===== src/rtl/irq_mode_pkg.sv =====
package irq_mode_pkg;

   localparam int unsigned LVL_W   = 2;
   localparam int unsigned REQ_W   = 3;

   typedef logic [LVL_W-1:0] lvl_t;
   typedef logic [REQ_W-1:0] req_t;

   typedef struct packed {
      logic ie_clr;
      logic ie_set;
      logic xfer;
   } ctl_cmd_t;

   // priority squash: top line wins, then middle, then bottom
   function automatic lvl_t map_level(input req_t req);
      lvl_t l;
      if (req[2])
         l = lvl_t'(3);
      else if (req[1])
         l = lvl_t'(2);
      else if (req[0])
         l = lvl_t'(1);
      else
         l = lvl_t'(0);
      return l;
   endfunction

endpackage


===== src/rtl/irq_sync.sv =====
module irq_sync #(
   parameter int unsigned WIDTH  = 3,
   parameter int unsigned STAGES = 2
) (
   input  logic             clk,
   input  logic             rst_n,
   input  logic [WIDTH-1:0] line_async_n,
   output logic [WIDTH-1:0] line_sync_n
);

   generate
      if (STAGES == 0) begin : g_bypass
         assign line_sync_n = line_async_n;
      end else begin : g_chain
         logic [WIDTH-1:0] stage_q [STAGES];
         for (genvar s = 0; s < STAGES; s++) begin : g_stage
            if (s == 0) begin : g_first
               always_ff @(posedge clk) begin
                  if (!rst_n)
                     stage_q[s] <= '1;
                  else
                     stage_q[s] <= line_async_n;
               end
            end else begin : g_next
               always_ff @(posedge clk) begin
                  if (!rst_n)
                     stage_q[s] <= '1;
                  else
                     stage_q[s] <= stage_q[s-1];
               end
            end
         end
         assign line_sync_n = stage_q[STAGES-1];
      end
   endgenerate

endmodule


===== src/rtl/irq_level_unit.sv =====
module irq_level_unit
   import irq_mode_pkg::*;
(
   input  logic clk,
   input  logic rst_n,
   input  req_t line_sync_n,
   input  logic insn_boundary,
   input  logic int_enable,
   output req_t req,
   output lvl_t level,
   output logic level_changed
);

   req_t req_q;
   lvl_t level_q;
   logic chg_q;
   lvl_t mapped;
   logic take;

   always_comb begin
      mapped = map_level(req_q);
      take   = insn_boundary && int_enable && (mapped != level_q);
   end

   // request flops track the line level, no latching
   always_ff @(posedge clk) begin
      if (!rst_n)
         req_q <= '0;
      else
         req_q <= ~line_sync_n;
   end

   always_ff @(posedge clk) begin
      if (!rst_n) begin
         level_q <= '0;
         chg_q   <= 1'b0;
      end else begin
         chg_q <= take;
         if (take)
            level_q <= mapped;
      end
   end

   assign req           = req_q;
   assign level         = level_q;
   assign level_changed = chg_q;

endmodule


===== src/rtl/ctl_decode.sv =====
module ctl_decode
   import irq_mode_pkg::*;
#(
   parameter int unsigned ADDR_W   = 4,
   parameter int unsigned DATA_W   = 8,
   parameter int unsigned CTL_ADDR = 0
) (
   input  logic              ctl_wr,
   input  logic [ADDR_W-1:0] ctl_addr,
   input  logic [DATA_W-1:0] ctl_data,
   output ctl_cmd_t          cmd
);

   // control bits are numbered from the MSB
   localparam int unsigned IE_OFF_POS = DATA_W - 1 - 1;
   localparam int unsigned IE_ON_POS  = DATA_W - 1 - 2;
   localparam int unsigned XFER_POS   = DATA_W - 1 - 5;

   logic hit;
   logic unused_bits;

   always_comb begin
      hit        = ctl_wr && (ctl_addr == ADDR_W'(CTL_ADDR));
      cmd.ie_clr = hit && !ctl_data[IE_OFF_POS];
      cmd.ie_set = hit && ctl_data[IE_OFF_POS] && !ctl_data[IE_ON_POS];
      cmd.xfer   = hit && !ctl_data[XFER_POS];
   end

   // remaining control bits carry nothing for this block
   assign unused_bits = ^ctl_data;

endmodule


===== src/rtl/mode_regs.sv =====
module mode_regs
   import irq_mode_pkg::*;
(
   input  logic     clk,
   input  logic     rst_n,
   input  ctl_cmd_t cmd,
   output logic     int_enable,
   output logic     init_load,
   output logic     store_sw,
   output logic     store_sel
);

   logic ie_q;
   logic il_q;
   logic ms_q;

   always_ff @(posedge clk) begin
      if (!rst_n) begin
         ie_q <= 1'b0;
         il_q <= 1'b1;
         ms_q <= 1'b1;
      end else begin
         if (cmd.ie_clr)
            ie_q <= 1'b0;
         else if (cmd.ie_set)
            ie_q <= 1'b1;
         if (cmd.xfer) begin
            il_q <= 1'b0;
            ms_q <= ~ms_q;
         end
      end
   end

   assign int_enable = ie_q;
   assign init_load  = il_q;
   assign store_sw   = ms_q;
   assign store_sel  = ms_q && !il_q;

endmodule


===== src/rtl/irq_mode_ctl.sv =====
module irq_mode_ctl
   import irq_mode_pkg::*;
#(
   parameter int unsigned NUM_IRQ     = 3,
   parameter int unsigned SYNC_STAGES = 2,
   parameter int unsigned ADDR_W      = 4,
   parameter int unsigned DATA_W      = 8,
   parameter int unsigned CTL_ADDR    = 0
) (
   input  logic              clk,
   input  logic              rst_n,
   input  logic [NUM_IRQ-1:0] irq_n,
   input  logic              insn_boundary,
   input  logic              ctl_wr,
   input  logic [ADDR_W-1:0] ctl_addr,
   input  logic [DATA_W-1:0] ctl_data,
   output logic [LVL_W-1:0]  level,
   output logic              level_changed,
   output logic              int_enable,
   output logic              init_load,
   output logic              store_sw,
   output logic              store_sel
);

   generate
      if (NUM_IRQ != REQ_W) begin : g_bad_irq
         $error("irq_mode_ctl: NUM_IRQ must equal the mapped request width");
      end
      if (DATA_W < 8) begin : g_bad_data
         $error("irq_mode_ctl: control byte needs at least 8 bits");
      end
      if (CTL_ADDR >= (1 << ADDR_W)) begin : g_bad_addr
         $error("irq_mode_ctl: CTL_ADDR does not fit ADDR_W");
      end
   endgenerate

   req_t     line_sync_n;
   req_t     req;
   ctl_cmd_t cmd;

   irq_sync #(
      .WIDTH  (NUM_IRQ),
      .STAGES (SYNC_STAGES)
   ) u_sync (
      .clk          (clk),
      .rst_n        (rst_n),
      .line_async_n (irq_n),
      .line_sync_n  (line_sync_n)
   );

   ctl_decode #(
      .ADDR_W   (ADDR_W),
      .DATA_W   (DATA_W),
      .CTL_ADDR (CTL_ADDR)
   ) u_dec (
      .ctl_wr   (ctl_wr),
      .ctl_addr (ctl_addr),
      .ctl_data (ctl_data),
      .cmd      (cmd)
   );

   mode_regs u_mode (
      .clk        (clk),
      .rst_n      (rst_n),
      .cmd        (cmd),
      .int_enable (int_enable),
      .init_load  (init_load),
      .store_sw   (store_sw),
      .store_sel  (store_sel)
   );

   irq_level_unit u_lvl (
      .clk           (clk),
      .rst_n         (rst_n),
      .line_sync_n   (line_sync_n),
      .insn_boundary (insn_boundary),
      .int_enable    (int_enable),
      .req           (req),
      .level         (level),
      .level_changed (level_changed)
   );

endmodule



===== config.mk =====
export PLATFORM = sky130hd
export DESIGN_NAME = irq_mode_ctl
export DESIGN_NICKNAME = d
export VERILOG_FILES = /design/src/rtl/irq_mode_pkg.sv /design/src/rtl/irq_sync.sv /design/src/rtl/irq_level_unit.sv /design/src/rtl/ctl_decode.sv /design/src/rtl/mode_regs.sv /design/src/rtl/irq_mode_ctl.sv
export SDC_FILE = /design/constraint.sdc
export NUM_CORES = 1
export LEC_CHECK = 0
export ABC_AREA = 1
export BUFFER_PORTS_ARGS = -buffer_cell sky130_fd_sc_hd__buf_2
export CAP_MARGIN = 20
export CORE_AREA = 2 2 39 41
export CTS_CLUSTER_DIAMETER = 50
export DETAILED_ROUTE_END_ITERATION = 6
export DIE_AREA = 0 0 41 43
export GPL_ROUTABILITY_DRIVEN = 0
export PLACE_DENSITY = 0.7
export SLEW_MARGIN = 20
export SYNTH_ARGS = -nofsm -noshare
export SYNTH_HDL_FRONTEND = slang
export SYNTH_SLANG_ARGS = --single-unit

===== constraint.sdc =====
create_clock -name clk -period 1.1 [get_ports clk]
set_input_delay 0.165 -clock clk [delete_from_list [all_inputs] [get_ports clk]]
set_output_delay 0.165 -clock clk [all_outputs]
set_load 0.02 [all_outputs]

==> metrics.md, run 1 <==
| Metric | Value |
|---|---|
| Synth Cell Area | `544 sq um` |
| Vias after detailed routing | `473` |
| NetSw | `0.000199 W` |
| Post-synth top area cell | `dfxtp_1` |
| Die Y | `between 40 and 50 microns` |
| Clock power share | `32.1%` |
| Worst slew pin tran | `about 0.15 ns` |
| Hold Path Cell Cnt | `2` |
| Cell variety after synth | `14` |
| Critical-path cell list | `inv_1 > nor2_1 > buf_2` |
| Seq pwr share | `a little over 60%` |
| Wire per inst | `8.05 microns` |
| Clock Path Buffers | `2` |
| GRT Util Overall | `12.3%` |
| Synth area leaders | `dfxtp_1 (55%), nor2_1 (9.7%), or2_1 (6.9%), nand2_1 (5.5%), nand2_2 (4.6%)` |
| Final Max Slew Viols | `0` |
| Peak Freq | `931 MHz` |
| Pwr per Cell Area | `1360 mW/mm^2` |
| Critical path endpoint category | `output pin` |
| Max Cap Violations | `0` |
| Core ar. | `0.00138 sq mm` |
| R2R Setup Slk | `0.16 ns` |
| Initial core utilization | `39.3%` |
| CP Class | `reg -> out` |
| Reg-to-reg critical path startpoint | `u_lvl.req[1]` |
| H-tree depth | `1` |
| PortBufs | `20` |
| Total chip power | `0.000932 W` |
| Crit Reg-Reg Endpoint | `u_lvl.level[0]` |
| Die width | `41 microns` |
| CTS sink count | `15` |
| Post-Place Cell Area | `~660 sq um` |
| Sequential share of the synthesized area | `55.2%` |
| Yosys top cell area share | `55.2%` |
| # diodes | `0` |
| Hold Path Class | `in -> reg` |
| Largest net degree at the start of global routing | `12` |
| Post-CTS Setup Inserts | `0` |
| Min cycle time layout | `1.07 ns` |
| Worst-Skew Late Latency | `roughly 0.28 ns` |
| DRC | `0` |
| Synth Register Bits | `15` |
| Leak | `0.339 nW` |
| Crit path DAT | `between 0.9 and 1 ns` |
| PostCTS Resize Cnt | `1` |
| Vias in the first global route | `405` |
| Aggregate global routing overflow | `0` |
| Critical Path RT | `approximately 0.94 ns` |
| Fin Clk Skew | `0.00643 ns` |
| Slew headroom | `89.9%` |
| Placed Cells incl. Taps | `103` |
| Final Setup Violations | `0` |
| Area Growth Syn to Fin | `26.2%` |
| WL final | `861 microns` |
| Status | `complete, no violations` |
| Layout cells sized above 1 | `36.3%` |
| Drt via density | `4.42` |
| TNS Setup | `0 ns` |
| Critical path peak fanout | `4` |
| Gate Count Post-Synth | `68` |
| Post-DRT Antenna Nets | `0` |
| Fin area | `687 sq um` |
| Combinational power share | `7.5%` |
| DPL Wire Length | `676 microns` |
| Mean Syn Cell Area | `8.00 sq um` |
| Crit-path max cell delay | `0.35 ns` |
| Antenna violations before repair | `0` |
| Hold EP | `u_sync.g_chain.stage_q[0][2]` |
| Total CTS buffers | `3` |
| CTS tree | `done` |
| Worst Path Buf+Inv | `2` |
| Clk root buf | `clkbuf_4` |
| Top delay family on crit path | `flip-flops` |
| P_int | `0.000732 W` |
| Clk slew on worst S/H paths | `0.08 ns` |
| Max stage delay cell, worst path | `dfxtp_2` |
| CP Launch Type | `flip-flop` |
| Fin. Hold Viols | `0` |
| Nets | `~110` |
| IO Pins | `26` |
| Std-Cell Rows | `14` |
| Setup repair after global routing missed its margin | `no` |
| Final period util | `between 90 and 100%` |
| Worst hold slack | `approximately 0.066 ns` |
| Fin cells | `~110` |
| Router iterations before antenna repair | `3` |
| Die ar. | `approximately 0.0018 sq mm` |
| # hold bufs at CTS | `0` |
| VDD IR-drop max | `641 uV` |
| Hold Crit Start | `irq_n[2]` |
| Syn nets | `87` |
| Syn. warnings | `0` |
| R2r worst-path depth | `7` |
| Net Sw Frac | `21.4%` |
| Drt initial violations | `8` |
| First-pass GRT wire length | `1490 microns` |
==> cell families after synthesis <==
group,after synthesis,share of synthesized area (%)
AND/OR/NAND/NOR,36,31.5
flip-flops,15,55.2
buffers and inverters,11,7.82
AO/OA/AOI/OAI,6,5.52
==> state kept, by name, summed over array words and instances, names as in the netlist <==
name / cells
u_lvl.level: 2
u_sync.g_chain.stage_q: 6
u_mode.store_sw: 1
u_lvl.level_changed: 1
u_lvl.req: 3
u_mode.int_enable: 1
u_mode.init_load: 1
==> cell usage after synthesis <==
cell type / count
dfxtp_1: 15
nand3_2: 1
inv_1: 5
o21ai_1: 3
clkinv_1: 2
a21oi_1: 3
nand2_2: 4
nor2_2: 1
nand2_1: 8
nand3_1: 2
buf_2: 1
inv_2: 3
nor2_1: 14
or2_1: 6
==> worst register-to-register path, cell delays in order, from the launching register on <==
cell and delay, ns:
dfxtp_1 0.35, inv_2 0.05, nand2_2 0.07, nor2_1 0.05, nor2_2 0.08, nand2_2 0.08, a21oi_1 0.12, nor2_1 0.05
==> layout make-up <==
class / instances / area, sq um
Inverter: 10 / 37.5
Clock buffer: 4 / 26.3
Tap cell: 16 / 20.0
Multi-Input combinational cell: 42 / 201
Fill cell: 144 / 697
Timing Repair Buffer: 20 / 100
Sequential cell: 15 / 302
==> through the flow <==
stage | utilization, % | setup slack [ns]
floorplan | - | 0.0993
global placement | 47.6 | 0.156
detailed placement | 47.6 | 0.148
CTS | 49.6 | 0.0221
global route | 49.6 | 0.00129
finish | 49.6 | 0.0264
==> placed cells by master, fill, tap and decap left out, types with 3 or more instances in the layout <==
cell,n
o21ai_1,3
dfxtp_1,14
nor2_1,14
buf_2,20
inv_2,3
clkbuf_4,3
a21oi_1,3
nand2_2,4
inv_1,5
or2_1,6
nand2_1,8
==> worst max path at each step <==
stage                          end  slack (ns)  cells after the start       startpoint
finish                   store_sel        0.03                      3  u_mode.store_sw
global route             store_sel       0.001                      3  u_mode.store_sw
CTS                      store_sel        0.02                      3  u_mode.store_sw
detailed placement  u_lvl.level[0]        0.15                      6     u_lvl.req[2]
global placement    u_lvl.level[0]        0.16                      6     u_lvl.req[2]
floorplan           u_lvl.level[0]         0.1                      7   u_lvl.level[1]
==> power by group through the flow <==
stage / Clock, W / Combinational, W / Sequential, W
2_1_floorplan: 0 / 0.0000378 / 0.000577
3_3_place_gp: 0 / 0.0000685 / 0.000575
3_5_place_dp: 0 / 0.0000712 / 0.000576
4_1_cts: 0.000305 / 0.0000716 / 0.000563
5_1_grt: 0.000329 / 0.0000811 / 0.000564
6_report: 0.000299 / 0.0000702 / 0.000562
==> metal layers <==
| metal | global-route usage, % | vias up | wire [microns] |
|---|---|---|---|
| li1 | - | 250 | - |
| met3 | 1.57 | 2 | 39 |
| met1 | 14.9 | 209 | 391 |
| met2 | 19.1 | 12 | 415 |
| met5 | 0 | - | 0 |
| met4 | 8.00 | 0 | 14 |
Power figures use the tool's default switching activity.
==> inputs of run 2 (changes only) <==
Settings changed: CORE_AREA 2 2 39 41 to not set, CORE_MARGIN set to 1.5, CORE_UTILIZATION set to 35, DIE_AREA 0 0 41 43 to not set, PLACE_DENSITY 0.7 to 0.61.
Clock period 1.1 ns to 1 ns, I/O delays scaled along.
==> run 2 against run 1 <==
Effect of this change: the run now ends with setup timing left; utilization decreased by 0.74 points; flip-flop and latch count did not move; combinational power is 16% higher; design area rose by 4.7%; first-iteration DRC count shrank 63%; cell count is 0.93% higher; clock skew down 0.0044 ns; worst setup slack worse by 0.068 ns; largest power group unchanged.
==> metrics.md, run 2 (synthesized netlist as in run 1, its figures left out) <==
| Metric | Value |
|---|---|
| Area Growth Syn to Fin | `32.2%` |
| Std-Cell Rows | `14` |
| Wire per inst | `between 8 and 9 microns` |
| Crit path DAT | `0.89 ns` |
| Clock Path Buffers | `2` |
| R2r worst-path depth | `7` |
| Core ar. | `0.00147 sq mm` |
| Status | `complete, but fails checks` |
| Filler cells | `154` |
| CTS tree | `done` |
| CP Class | `reg -> out` |
| Worst-Skew Late Latency | `around 0.27 ns` |
| Max stage delay cell, worst path | `dfxtp_2` |
| Final Max Slew Viols | `0` |
| Top reg by flops | `u_sync.g_chain.stage_q` |
| Crit Reg-Reg Endpoint | `u_lvl.level[0]` |
| Total chip power | `0.00104 W` |
| Worst Setup SP | `u_mode.store_sw` |
| # hold bufs at CTS | `0` |
| Slew headroom | `roughly 90%` |
| Failing checks | `setup timing` |
| Total CTS buffers | `3` |
| Drt initial violations | `3` |
| Most common cell after layout, fill and taps aside | `buf_2` |
| Die ar. | `0.00180 sq mm` |
| Critical path peak fanout | `3` |
| Final Setup Violations | `1` |
| Nets | `~110` |
| Setup crit end | `store_sel` |
| Max reg flops | `6` |
| Sequential cell area | `307 sq um` |
| Min cycle time layout | `1.04 ns` |
| Initial core utilization | `37.0%` |
| Worst slew pin tran | `0.147 ns` |
| Post-DRT Antenna Nets | `0` |
| Critical path endpoint category | `output pin` |
| VDD IR-drop max | `1020 uV` |
| Die width | `42.4 microns` |
| First-pass GRT wire length | `1460 microns` |
| Hold Path Class | `in -> reg` |
| Vias in the first global route | `380` |
| Peak Freq | `about 960 MHz` |
| Vias after detailed routing | `449` |
| Router iterations before antenna repair | `3` |
| Clk root buf | `clkbuf_4` |
| Placed Cells incl. Taps | `103` |
| Commonest non-fill, non-tap cells in the layout | `buf_2 (18), nor2_1 (13), dfxtp_1 (10), nand2_1 (8), or2_1 (6)` |
| IO Pins | `26` |
| WL final | `941 microns` |
| Critical-path cell list | `inv_2 > nor2_4 > buf_6` |
| DPL Wire Length | `677 microns` |
| Aggregate global routing overflow | `0` |
| DRC | `0` |
| Clk slew on worst S/H paths | `0.09 ns` |
| Crit-path max cell delay | `0.35 ns` |
| Antenna violations before repair | `0` |
| Reg-to-reg critical path startpoint | `u_lvl.req[2]` |
| Critical Path RT | `0.85 ns` |
| Hold Crit Start | `irq_n[0]` |
| R2R Setup Slk | `approximately 0.030 ns` |
| Final period util | `104%` |
| Die Y | `roughly 42 microns` |
| # diodes | `0` |
| Pwr per Cell Area | `1440 mW/mm^2` |
| CTS sink count | `15` |
| Multi-input gate area | `about 210 sq um` |
| Fin Clk Skew | `0.00206 ns` |
| Post-route setup slack | `-0.0416 ns` |
| Largest net degree at the start of global routing | `12` |
| CP Launch Type | `flip-flop` |
| Leak | `around 0.35 nW` |
| H-tree depth | `1` |
| GRT Util Overall | `10.9%` |
| Layout cells sized above 1 | `~45%` |
| Max Cap Violations | `0` |
| PortBufs | `20` |
| Fin cells | `108` |
| Fin. Hold Viols | `0` |
| Setup repair after global routing missed its margin | `yes` |
| Drt via density | `about 4.2` |
run 2: cell types whose count changed in the layout (fill, tap and decap cells not counted):
| cell | change |
|---|---|
| dfxtp_1 | -4 |
| dfxtp_2 | +4 |
| buf_2 | -2 |
| buf_4 | +2 |
| a21oi_1 | -1 |
| a21oi_2 | +1 |
| buf_6 | +1 |
| inv_1 | -1 |
| inv_2 | +1 |
| nor2_1 | -1 |
| nor2_4 | +1 |
run 2: worst max-delay path, delay by kind of cell, from the launching register on:
kind / cells / cell delay [ns]
and+or+nand+nor: 1 / 0.10
DFF: 1 / 0.35
buffers and inverters: 2 / 0.17
run 2: what timing repair did:
| item | in CTS | in global routing |
|---|---|---|
| pin swaps | 0 | 2 |
| setup endpoints to repair | 1 | 4 |
| gates resized for setup | 2 | 9 |
| buffers inserted | 1 | 0 |
run 2: area by class of cell:
class	count	area share [%]
sequential	15	42.6
multi-input combinational	42	29.6
timing repair buffer	21	16.2
inverter	10	5.22
clock buffer	4	3.65
tap	16	2.78
run 2: worst min-delay path by stage:
stage,endpoint,slack (ns),depth (start not counted)
after floorplan,u_mode.init_load,0.22,1
after detailed placement,u_sync.g_chain.stage_q[0][0],0.34,2
after CTS,u_sync.g_chain.stage_q[0][0],0.04,2
after global placement,u_sync.g_chain.stage_q[0][0],0.33,2
after global routing,u_sync.g_chain.stage_q[0][0],0.04,2
final,u_sync.g_chain.stage_q[0][0],0.05,2
run 2: where the power goes:
group           total, W  internal, W  switching (W)
Clock           0.000335     0.000154       0.000180
Combinational  0.0000813    0.0000394      0.0000419
Sequential      0.000619     0.000614     0.00000544
Total            0.00104     0.000807       0.000228
run 2: through the flow:
stage | worst slack (ns) | cell area (sq um) | hold slack (ns) | setup TNS (ns) | utilization, %
6_report | -0.0416 | 719 | 0.0495 | -0.0416 | 48.9
5_1_grt | -0.0903 | 719 | 0.0351 | -0.139 | 48.9
4_1_cts | -0.0302 | 698 | 0.0441 | -0.0302 | 47.4
3_5_place_dp | 0.0519 | 661 | 0.338 | 0 | 44.9
3_3_place_gp | 0.0729 | 661 | 0.328 | 0 | 44.9
2_1_floorplan | 0.0432 | 546 | 0.219 | 0 | -
run 2: metal layers:
layer / global-route usage [%] / part of all wire, %
met1: 11.9 / 45
met2: 18.5 / 50
met3: 6.47 / 5.2
met4: 1.88 / 0
met5: 0 / 0
